[src/rtl/rsPoolPkg.sv]
package rsPoolPkg;
  localparam int DATA_W   = 16;
  localparam int TAG_W    = 4;
  localparam int NUM_CLS  = 3;
  localparam int CLS_W    = 2;
  localparam int INT_CNT  = 3;
  localparam int FADD_CNT = 3;
  localparam int FMUL_CNT = 2;
  localparam int INT_LAT  = 1;
  localparam int FADD_LAT = 2;
  localparam int FMUL_LAT = 3;
  localparam int NUM_RS   = INT_CNT + FADD_CNT + FMUL_CNT;
  localparam int MAX_LAT  = (INT_LAT > FADD_LAT) ? ((INT_LAT > FMUL_LAT) ? INT_LAT : FMUL_LAT)
                                                 : ((FADD_LAT > FMUL_LAT) ? FADD_LAT : FMUL_LAT);
  localparam int CNT_W    = $clog2(MAX_LAT + 1);

  typedef enum logic [CLS_W-1:0] {
    CLS_INT  = 2'd0,
    CLS_FADD = 2'd1,
    CLS_FMUL = 2'd2
  } opClassT;

  // strobes from control to datapath
  typedef struct packed {
    logic [NUM_RS-1:0] load;
    logic [NUM_RS-1:0] capJ;
    logic [NUM_RS-1:0] capK;
    logic [NUM_RS-1:0] win;
    logic              bypJ;
    logic              bypK;
    logic              winValid;
  } rsStrobeT;

  function automatic opClassT classOf(input int idx);
    if (idx < INT_CNT) return CLS_INT;
    if (idx < INT_CNT + FADD_CNT) return CLS_FADD;
    return CLS_FMUL;
  endfunction

  function automatic int latOf(input opClassT c);
    case (c)
      CLS_INT:  return INT_LAT;
      CLS_FADD: return FADD_LAT;
      default:  return FMUL_LAT;
    endcase
  endfunction

  function automatic logic [NUM_RS-1:0] clsMask(input int c);
    logic [NUM_RS-1:0] m;
    m = '0;
    for (int i = 0; i < NUM_RS; i++) begin
      if (int'(classOf(i)) == c) m[i] = 1'b1;
    end
    return m;
  endfunction
endpackage

[src/rtl/rsPoolCtrl.sv]
module rsPoolCtrl
  import rsPoolPkg::*;
(
  input  logic               clk,
  input  logic               rstN,
  input  logic               issueValid,
  input  logic [CLS_W-1:0]   issueClass,
  input  logic [TAG_W-1:0]   issueQj,
  input  logic [TAG_W-1:0]   issueQk,
  input  logic [TAG_W-1:0]   issueDest,
  output logic [NUM_CLS-1:0] stall,
  output rsStrobeT           st,
  output logic               busValid,
  output logic [TAG_W-1:0]   busTag
);
  logic [NUM_RS-1:0] busy;
  logic [TAG_W-1:0]  qj   [NUM_RS];
  logic [TAG_W-1:0]  qk   [NUM_RS];
  logic [TAG_W-1:0]  dest [NUM_RS];
  logic [CNT_W-1:0]  cnt  [NUM_RS];
  logic [NUM_RS-1:0] ready, done;
  logic              classFree;
  logic [TAG_W-1:0]  winTag;

  // per-class occupancy
  always_comb begin
    stall = '1;
    for (int c = 0; c < NUM_CLS; c++) begin
      for (int i = 0; i < NUM_RS; i++) begin
        if (int'(classOf(i)) == c && !busy[i]) stall[c] = 1'b0;
      end
    end
  end

  always_comb begin
    classFree = 1'b0;
    for (int c = 0; c < NUM_CLS; c++) begin
      if (int'(issueClass) == c && !stall[c]) classFree = 1'b1;
    end
  end

  always_comb begin
    for (int i = 0; i < NUM_RS; i++) begin
      ready[i] = busy[i] && (qj[i] == '0) && (qk[i] == '0);
      done[i]  = ready[i] && (cnt[i] == '0);
    end
  end

  // station selection, tag matching, oldest-first arbitration
  always_comb begin
    logic found;
    st       = '0;
    winTag   = '0;
    found    = 1'b0;
    st.bypJ  = busValid && (issueQj != '0) && (issueQj == busTag);
    st.bypK  = busValid && (issueQk != '0) && (issueQk == busTag);
    for (int i = 0; i < NUM_RS; i++) begin
      if (issueValid && classFree && !found && !busy[i] &&
          int'(classOf(i)) == int'(issueClass)) begin
        st.load[i] = 1'b1;
        found      = 1'b1;
      end
      st.capJ[i] = busy[i] && busValid && (qj[i] != '0) && (qj[i] == busTag);
      st.capK[i] = busy[i] && busValid && (qk[i] != '0) && (qk[i] == busTag);
    end
    for (int i = 0; i < NUM_RS; i++) begin
      if (done[i] && (!st.winValid || dest[i] < winTag)) begin
        st.win      = '0;
        st.win[i]   = 1'b1;
        st.winValid = 1'b1;
        winTag      = dest[i];
      end
    end
  end

  always_ff @(posedge clk or negedge rstN) begin
    if (!rstN) begin
      busy     <= '0;
      busValid <= 1'b0;
      busTag   <= '0;
      for (int i = 0; i < NUM_RS; i++) begin
        qj[i]   <= '0;
        qk[i]   <= '0;
        dest[i] <= '0;
        cnt[i]  <= '0;
      end
    end else begin
      busValid <= st.winValid;
      busTag   <= winTag;
      for (int i = 0; i < NUM_RS; i++) begin
        if (st.win[i]) begin
          busy[i] <= 1'b0;
        end else if (st.load[i]) begin
          busy[i] <= 1'b1;
          qj[i]   <= st.bypJ ? '0 : issueQj;
          qk[i]   <= st.bypK ? '0 : issueQk;
          dest[i] <= issueDest;
          cnt[i]  <= CNT_W'(latOf(classOf(i)));
        end else begin
          if (st.capJ[i]) qj[i] <= '0;
          if (st.capK[i]) qk[i] <= '0;
          if (ready[i] && cnt[i] != '0) cnt[i] <= cnt[i] - 1'b1;
        end
      end
    end
  end

  for (genvar i = 0; i < NUM_RS; i++) begin : g_rsChk
    AST_FREE_ON_WIN: assert property (@(posedge clk) disable iff (!rstN)
      st.win[i] |=> !busy[i]);
    AST_CAPTURE_J: assert property (@(posedge clk) disable iff (!rstN)
      st.capJ[i] |=> (qj[i] == '0));
    AST_CAPTURE_K: assert property (@(posedge clk) disable iff (!rstN)
      st.capK[i] |=> (qk[i] == '0));
    AST_OLDEST_FIRST: assert property (@(posedge clk) disable iff (!rstN)
      (done[i] && !st.win[i]) |-> (st.winValid && dest[i] > winTag));
    AST_LOSER_HOLDS: assert property (@(posedge clk) disable iff (!rstN)
      (done[i] && !st.win[i]) |=> done[i]);
  end

  for (genvar c = 0; c < NUM_CLS; c++) begin : g_clsChk
    localparam logic [NUM_RS-1:0] MASK = clsMask(c);
    AST_STALL_NO_GROWTH: assert property (@(posedge clk) disable iff (!rstN)
      stall[c] |=> ($countones(busy & MASK) <= $past($countones(busy & MASK))));
  end
endmodule

[src/rtl/rsPoolData.sv]
module rsPoolData
  import rsPoolPkg::*;
(
  input  logic              clk,
  input  logic              rstN,
  input  rsStrobeT          st,
  input  logic [DATA_W-1:0] issueVj,
  input  logic [DATA_W-1:0] issueVk,
  output logic [DATA_W-1:0] busValue
);
  logic [DATA_W-1:0] vj [NUM_RS];
  logic [DATA_W-1:0] vk [NUM_RS];
  logic [DATA_W-1:0] result;

  function automatic logic [DATA_W-1:0] calc(input opClassT c,
                                             input logic [DATA_W-1:0] a,
                                             input logic [DATA_W-1:0] b);
    case (c)
      CLS_INT:  return a + b;
      CLS_FADD: return a - b;
      default:  return a * b;
    endcase
  endfunction

  always_comb begin
    result = '0;
    for (int i = 0; i < NUM_RS; i++) begin
      if (st.win[i]) result = calc(classOf(i), vj[i], vk[i]);
    end
  end

  always_ff @(posedge clk or negedge rstN) begin
    if (!rstN) begin
      busValue <= '0;
      for (int i = 0; i < NUM_RS; i++) begin
        vj[i] <= '0;
        vk[i] <= '0;
      end
    end else begin
      if (st.winValid) busValue <= result;
      for (int i = 0; i < NUM_RS; i++) begin
        if (st.load[i]) begin
          vj[i] <= st.bypJ ? busValue : issueVj;
          vk[i] <= st.bypK ? busValue : issueVk;
        end else begin
          if (st.capJ[i]) vj[i] <= busValue;
          if (st.capK[i]) vk[i] <= busValue;
        end
      end
    end
  end

  AST_VALUE_HELD: assert property (@(posedge clk) disable iff (!rstN)
    !st.winValid |=> $stable(busValue));
endmodule

[src/rtl/rsPool.sv]
module rsPool
  import rsPoolPkg::*;
(
  input  logic               clk,
  input  logic               rstN,
  input  logic               issueValid,
  input  logic [CLS_W-1:0]   issueClass,
  input  logic [DATA_W-1:0]  issueSrcJVal,
  input  logic [TAG_W-1:0]   issueSrcJTag,
  input  logic [DATA_W-1:0]  issueSrcKVal,
  input  logic [TAG_W-1:0]   issueSrcKTag,
  input  logic [TAG_W-1:0]   issueDest,
  output logic [NUM_CLS-1:0] stall,
  output logic               busValid,
  output logic [TAG_W-1:0]   busTag,
  output logic [DATA_W-1:0]  busValue
);
  rsStrobeT strobe;

  rsPoolCtrl u_ctrl (
    .clk       (clk),
    .rstN      (rstN),
    .issueValid(issueValid),
    .issueClass(issueClass),
    .issueQj   (issueSrcJTag),
    .issueQk   (issueSrcKTag),
    .issueDest (issueDest),
    .stall     (stall),
    .st        (strobe),
    .busValid  (busValid),
    .busTag    (busTag)
  );

  rsPoolData u_data (
    .clk     (clk),
    .rstN    (rstN),
    .st      (strobe),
    .issueVj (issueSrcJVal),
    .issueVk (issueSrcKVal),
    .busValue(busValue)
  );

  AST_RESET_IDLE: assert property (@(posedge clk)
    !rstN |=> !busValid);
endmodule

[config.mk]
export PLATFORM = sky130hd
export DESIGN_NAME = rsPool
export DESIGN_NICKNAME = d
export VERILOG_FILES = /design/src/rtl/rsPoolPkg.sv /design/src/rtl/rsPoolCtrl.sv /design/src/rtl/rsPoolData.sv /design/src/rtl/rsPool.sv
export SDC_FILE = /design/constraint.sdc
export NUM_CORES = 2
export LEC_CHECK = 0
export BUFFER_PORTS_ARGS = -buffer_cell sky130_fd_sc_hd__buf_2
export CAP_MARGIN = 30
export CORE_MARGIN = 3
export CORE_UTILIZATION = 62
export CTS_CLUSTER_SIZE = 12
export DETAILED_ROUTE_END_ITERATION = 10
export GPL_TIMING_DRIVEN = 0
export HOLD_SLACK_MARGIN = 0.05
export PLACE_DENSITY_LB_ADDON = 0.15
export SKIP_CTS_REPAIR_TIMING = 1
export SYNTH_ARGS = -nofsm -noshare
export SYNTH_HDL_FRONTEND = slang
export SYNTH_HIERARCHICAL = 1
export SYNTH_SLANG_ARGS = --single-unit
[constraint.sdc]
create_clock -name clk -period 14.9 [get_ports clk]
set_clock_uncertainty 0.2 [all_clocks]
set_input_delay 2.235 -clock clk [delete_from_list [all_inputs] [get_ports clk]]
set_output_delay 2.235 -clock clk [all_outputs]
set_load 0.005 [all_outputs]
[Word-level counts from Yosys, hierarchy flattened]
Index checks and enable logic that the tools add are counted.
Storage, ports and cells
  flip-flop bits (word level): 397
  bits of input ports: 49
  output and inout bits: 24
  logic and storage cells: 637
Operators by class
  add/sub/neg operators: 20
  multipliers: 8
  $lt $le $gt $ge: 7
  equal/unequal tests: 34
  mux-type cells: 232
  bitwise operators: 8
  reductions and logical operators: 269
Operators with widths (count)
  16-bit 2-to-1 mux: 42
  16-bit one-hot mux with 2 select lines: 6
  4-bit 2-to-1 mux: 43
  16-bit by 16-bit multiplier with 16-bit output: 8
  1-bit logical AND: 110
  2-bit 2-to-1 mux: 53
  16-bit adder: 6
  16-bit subtractor: 6
  2-bit nonzero test: 40
  1-bit 2-to-1 mux: 77
  4-bit equality test: 18
  4-bit nonzero test: 18
  4-bit zero test: 16
  2-bit AND reduction: 32
  2-bit zero test: 21
  4-bit less-than comparator: 7
  1-bit zero test: 25
  2-bit by 1-bit equality test with 1-bit output (second input constant): 12
  2-bit one-hot mux with 2 select lines: 6
  2-bit by 1-bit subtractor with 2-bit output (second input constant): 8
  8-bit 2-to-1 mux: 1
  1-bit NOT: 8
  1-bit logical OR: 7
  7-bit 2-to-1 mux: 1
  5 further kinds: 7

[Longest topological paths before layout]
  word-level depth: 49
  gate-level depth with buffers: 76
  gate-level depth less buffers: 72

[Modules after synthesis]
The synthesis kept the hierarchy.
By module, submodules not included
  rsPoolData: times used 1, cells each 2992, area each 25064.0 µm², seq. area each 6806.5 µm²
  rsPoolCtrl: times used 1, cells each 895, area each 7584.8 µm², seq. area each 3128.0 µm²

[Least setup slack after synthesis]
Ideal clock, no wire load.
  path type: register -> register
  start: register u_ctrl/qj[28] (netlist name)
  end: register u_data.busValue[2]
  data arrival time: 13477 ps
  required time: 14623 ps
  slack: 1146 ps
  cell stages (with the launch flop): 70
  cell sequence: dfrtp_1 nor4_1 and4_1 buf_2 nand2_1 ha_1 a2111o_1 a31o_1 buf_2 a31oi_1 ha_1 a21o_1 a21oi_1 a21oi_1 or3_1 nand2_1 ha_1 a211o_1 [... 34 more ...] o22ai_1 a21oi_1 a21oi_1 nor2b_1 o211ai_2 nor2b_4 and2_1 clkbuf_1 nor2b_1 clkbuf_1 a221oi_1 a211oi_1 a21oi_1 o211ai_1 o21ai_0 o21ai_0 mux2i_1 a21oi_1
RTL lines
  from (decl): line rsPoolCtrl.sv:17  | logic [TAG_W-1:0] qj [NUM_RS];
  from (signal, indexed assignment): line rsPoolCtrl.sv:95  | qj[i] <= st.bypJ ? '0 : issueQj;
  to (signal assigned): line rsPoolData.sv:40  | if (st.winValid) busValue <= result;
  to (decl): line rsPoolData.sv:9  | output logic [DATA_W-1:0] busValue

[Worst setup path after layout]
  start: register u_ctrl/qj[30] (netlist name)
  end: register u_data.busValue[3]
On the way
  longest elaborated chain between the ends: 41
  elaborated cells between the ends (all ways): 63
  those cells by class: order compare (7); mux (31); reduce/logical (25)
Ends and longest elaborated chain
  4-bit zero test *: line rsPoolCtrl.sv:44  | ready[i] = busy[i] && (qj[i] == '0) && (qk[i] == '0);
  1-bit logical AND * (2 in a row): line rsPoolCtrl.sv:44
  1-bit logical AND *: line rsPoolCtrl.sv:45  | done[i] = ready[i] && (cnt[i] == '0);
  4-bit 2-to-1 mux / 1-bit 2-to-1 mux (equally long branches): line rsPoolCtrl.sv:67  | if (done[i] && (!st.winValid || dest[i] < winTag)) begin
  4-bit less-than comparator / 1-bit zero test (equally long branches): line rsPoolCtrl.sv:67
  1-bit logical OR: line rsPoolCtrl.sv:67
  1-bit logical AND: line rsPoolCtrl.sv:67
  4-bit 2-to-1 mux / 1-bit 2-to-1 mux (equally long branches): line rsPoolCtrl.sv:67
  [... 17 more ...]
  1-bit logical OR: line rsPoolCtrl.sv:67
  1-bit logical AND: line rsPoolCtrl.sv:67
  4-bit 2-to-1 mux / 1-bit 2-to-1 mux (equally long branches): line rsPoolCtrl.sv:67
  4-bit less-than comparator / 1-bit zero test (equally long branches): line rsPoolCtrl.sv:67
  1-bit logical OR: line rsPoolCtrl.sv:67
  1-bit logical AND: line rsPoolCtrl.sv:67
  8-bit 2-to-1 mux: line rsPoolCtrl.sv:67
  16-bit 2-to-1 mux (8 in a row): line rsPoolData.sv:28  | if (st.win[i]) result = calc(classOf(i), vj[i], vk[i]);
Every way passes the cells marked *; elsewhere a longest branch is shown, timed or not.
A chain may end at the register's enable or synchronous reset.

==> results.md <==
* Run status: complete, no violations
* Placeable core region at 51700 µm²
* Depth of the worst hold-timing path at 1
* Proportion of register bits with asynchronous set or reset after synthesis at 100%
* Cell taking the most area after synthesis: sky130_fd_sc_hd__dfrtp_1
* Synthesized instance count at 3887
* Endpoint of the worst hold path: u_ctrl/cnt[10]
* Synthesis warning total at 6
* Logic depth of the worst register-to-register path at 66
* Cell at the root of the clock tree: sky130_fd_sc_hd__clkbuf_16
* Average cell area after synthesis at 8.40 µm²
* Type of destination of the critical path: flop
* Die W at 235 µm
* Library cells used by synthesis at 96
* DRC violations left at 0
* Data arrival, critical path at 15.02 ns
* Met1 demand-to-capacity share in global routing at 54.9%
* Final count of pins violating max slew at 0
* Seq/Total Area, Yosys at 30.4%
* Number of failing setup endpoints in the final timing report at 0
* Measured slew at the worst slew-check pin at 1.12 ns
* Antenna viol nets, final at 0
* Detail-routed via count per cell at 6.43
* Dominant cells by area after synthesis: sky130_fd_sc_hd__dfrtp_1 (30%), sky130_fd_sc_hd__fa_1 (10%), sky130_fd_sc_hd__ha_1 (8.3%), sky130_fd_sc_hd__nor2_1 (6.3%), sky130_fd_sc_hd__o22ai_1 (5.4%)
* Number of core rows at 83
* Hold/Removal Path Class: reg -> reg
* Layer with the highest usage: met2
* Num Clock Sinks at 397
* Worst relative slew slack at 25.3%
* Dpl hpwl at 85.2 mm
* Hold_sp: u_ctrl/cnt[10]
* Crit path max-delay cell type: sky130_fd_sc_hd__or4b_2
* Minimum clock period at 14.78 ns
* WS Path Type: reg -> reg
* Worst R2R Setup Slack at 0.12 ns
* Hold Violations, Final at 0
* Data required, critical path at 15.14 ns
* Type of origin of the critical path: flop
* Total number of vias at 30628
* Fraction of synthesized cell area taken by the top area cell type at 30.4%
* Layout area overhead at 11.7%
* Clock-pin slew reported for the worst setup and hold paths after clock tree synthesis at 0.06 ns
* Max Buffers Root-to-Sink at 3
* Share of the cycle needed by the critical path after routing at 99.2%
* Slowest cell delay on critical path at 0.68 ns
* Top_reg_cell synth: sky130_fd_sc_hd__dfrtp_1
* Final weighted congestion of routability-driven global placement at 0.998
* CP Max Fanout at 10
* DRT Pass-1 Iters at 8
* Total congestion overflow at 0
* Most frequent cell on the critical path: sky130_fd_sc_hd__ha_1
* Clock tree from TritonCTS: built
* Max-capacitance violation count at 0
* Die outline area at 55400 µm²
* M3 GR Usage at 9.34%
* Fraction of final layout cells sized beyond drive strength 1 at 7.74%
* Initial antenna violation count at 4
* Initial Utilization at 63.1%
* First-pass GRT wire length at 173 mm
* Crit Reg-Reg Startpoint: u_ctrl/qj[30]
* Number of top-level pins at 73
* Met2 Track Usage GR at 59.9%
* Maximum achievable frequency at 67.6 MHz
* Port-buffer cells at 38
* Flip-flop and latch count after synthesis at 397
* Insertion delay to the later sink of the worst-skew pair at 0.61 ns
* Maximum number of pins on one net before global-route repair at 116
* Synthesized Nets at 4319
* Count of H-tree levels built during CTS at 2
* Number of global-route vias before repair at 29059
* Worst hold slack after final layout at 0.275 ns
* Wirelength, routed at 115 mm
* Total CTS buffers at 45
* Critical register-to-register path endpoint: u_data/busValue[3]
* Count of fill cells added during filler insertion at 4127
* Number of DRC markers after the initial detailed-route iteration at 3856
* EDFF count, synth at 0
* Layout Utilization at 70.5%
* Average wire per standard cell at 24.2 µm
* Height of the die at 235 µm
* Area of the mapped netlist at 32600 µm²
* Global-route usage over all layers at 40.3%
* Count of nets after finishing at 4480
[synthesized netlist by cell type, drive strengths merged (7+ instances only)]
master	count
o21ai	105
xor2	77
and3	21
and2	147
o21bai	9
nand4	15
nor2b	46
inv	332
nand3	47
or4	7
a21o	34
a211o	7
a21oi	139
or3	18
o211ai	15
clkbuf	221
nor2	547
mux2i	67
or2	28
buf	20
nand2b	34
o31ai	10
o22ai	281
ha	217
fa	166
o21a	22
nor4	23
a31oi	23
nand2	400
a211oi	61
xnor2	134
o31a	8
a221oi	9
a41oi	9
nor3	89
dfrtp	397
[area by class of cell]
| cell class | count | area (µm²) | area share, % |
|---|---|---|---|
| Clock inverter | 18 | 323 | 0.885 |
| Timing Repair Buffer | 115 | 1020 | 2.81 |
| Inverter | 337 | 1260 | 3.47 |
| Tap cell | 680 | 851 | 2.33 |
| Buffer | 239 | 935 | 2.56 |
| Multi-Input combinational cell | 2913 | 20900 | 57.2 |
| Antenna cell | 3 | 7.51 | 0.0206 |
| Sequential cell | 397 | 9940 | 27.2 |
| Clock buffer | 63 | 1260 | 3.46 |
[cells by family after synthesis]
| family | Yosys count | synth area share, % |
|---|---|---|
| AO/OA/AOI/OAI | 805 | 16.4 |
| AND/OR/NAND/NOR | 1442 | 20.2 |
| flip-flops | 397 | 30.4 |
| multiplexers | 71 | 2.19 |
| buffers and inverters | 578 | 6.69 |
| adder cells (fa/ha/maj) | 383 | 18.5 |
| XOR/XNOR | 211 | 5.66 |
[registers in the layout (all words and copies together), names as in the netlist]
name             cells
u_ctrl/cnt          16
u_ctrl/busValid      1
u_ctrl/qk           32
u_ctrl/qj           32
u_ctrl/busy          8
u_ctrl/busTag        4
u_data/vj          128
u_data/busValue     16
u_ctrl/dest         32
u_data/vk          128
[worst max-delay path by stage]
stage,start,endpoint,slack (ns),cells past startpoint
final,u_ctrl/qj[30],u_data/busValue[3],0.12,66
after global routing,u_ctrl/qj[30],u_data/busValue[2],-0.23,70
after CTS,u_ctrl/qj[28],u_data/busValue[2],-1.59,68
after detailed placement,u_ctrl/qj[28],u_data/busValue[2],-1.44,68
after global placement,u_ctrl/qj[28],u_data/busValue[2],-1.36,68
after floorplan,u_ctrl/qj[28],u_data/busValue[2],1.15,69
[placed cells by master (no fill, tap or decap), types with 46 or more instances in the layout]
cell type / n
sky130_fd_sc_hd__xor2_1: 77
sky130_fd_sc_hd__nand3_1: 47
sky130_fd_sc_hd__fa_1: 166
sky130_fd_sc_hd__a21oi_1: 130
sky130_fd_sc_hd__nor2_1: 543
sky130_fd_sc_hd__ha_1: 214
sky130_fd_sc_hd__o21ai_0: 95
sky130_fd_sc_hd__and2_1: 143
sky130_fd_sc_hd__dfrtp_1: 395
sky130_fd_sc_hd__nor3_1: 86
sky130_fd_sc_hd__nand2_1: 398
sky130_fd_sc_hd__inv_1: 329
sky130_fd_sc_hd__clkbuf_1: 224
sky130_fd_sc_hd__buf_2: 46
sky130_fd_sc_hd__mux2i_1: 67
sky130_fd_sc_hd__a211oi_1: 55
sky130_fd_sc_hd__o22ai_1: 281
sky130_fd_sc_hd__xnor2_1: 134
[critical path, delay by kind of cell (launching register included)]
kind | cells | cell delay [ns]
and+or+nand+nor | 20 | 5.25
AOI/OAI and AO/OA | 33 | 6.00
DFF | 1 | 0.44
adders and majority gates | 7 | 1.73
buffers and inverters | 5 | 0.60
muxes | 1 | 0.33
[stage by stage]
step,instances,setup TNS (ns),area [µm²],setup slack (ns)
global placement,4605,-14.68,33700,-1.36
finish,4765,0,36500,0.117
CTS,4729,-17.80,35900,-1.59
detailed placement,4648,-15.45,34300,-1.44
floorplan,3887,0,32600,1.15
global route,4762,-1.47,36500,-0.228
[per-layer routing]
metal | share of wire [%] | up-vias
met4 | 6.9 | 0
met3 | 12 | 441
met5 | 0 | -
met2 | 43 | 1874
met1 | 39 | 14785
li1 | - | 13528
Power is not shown: default switching activity piles up to over one toggle a cycle in this logic, so the estimate is an artifact.
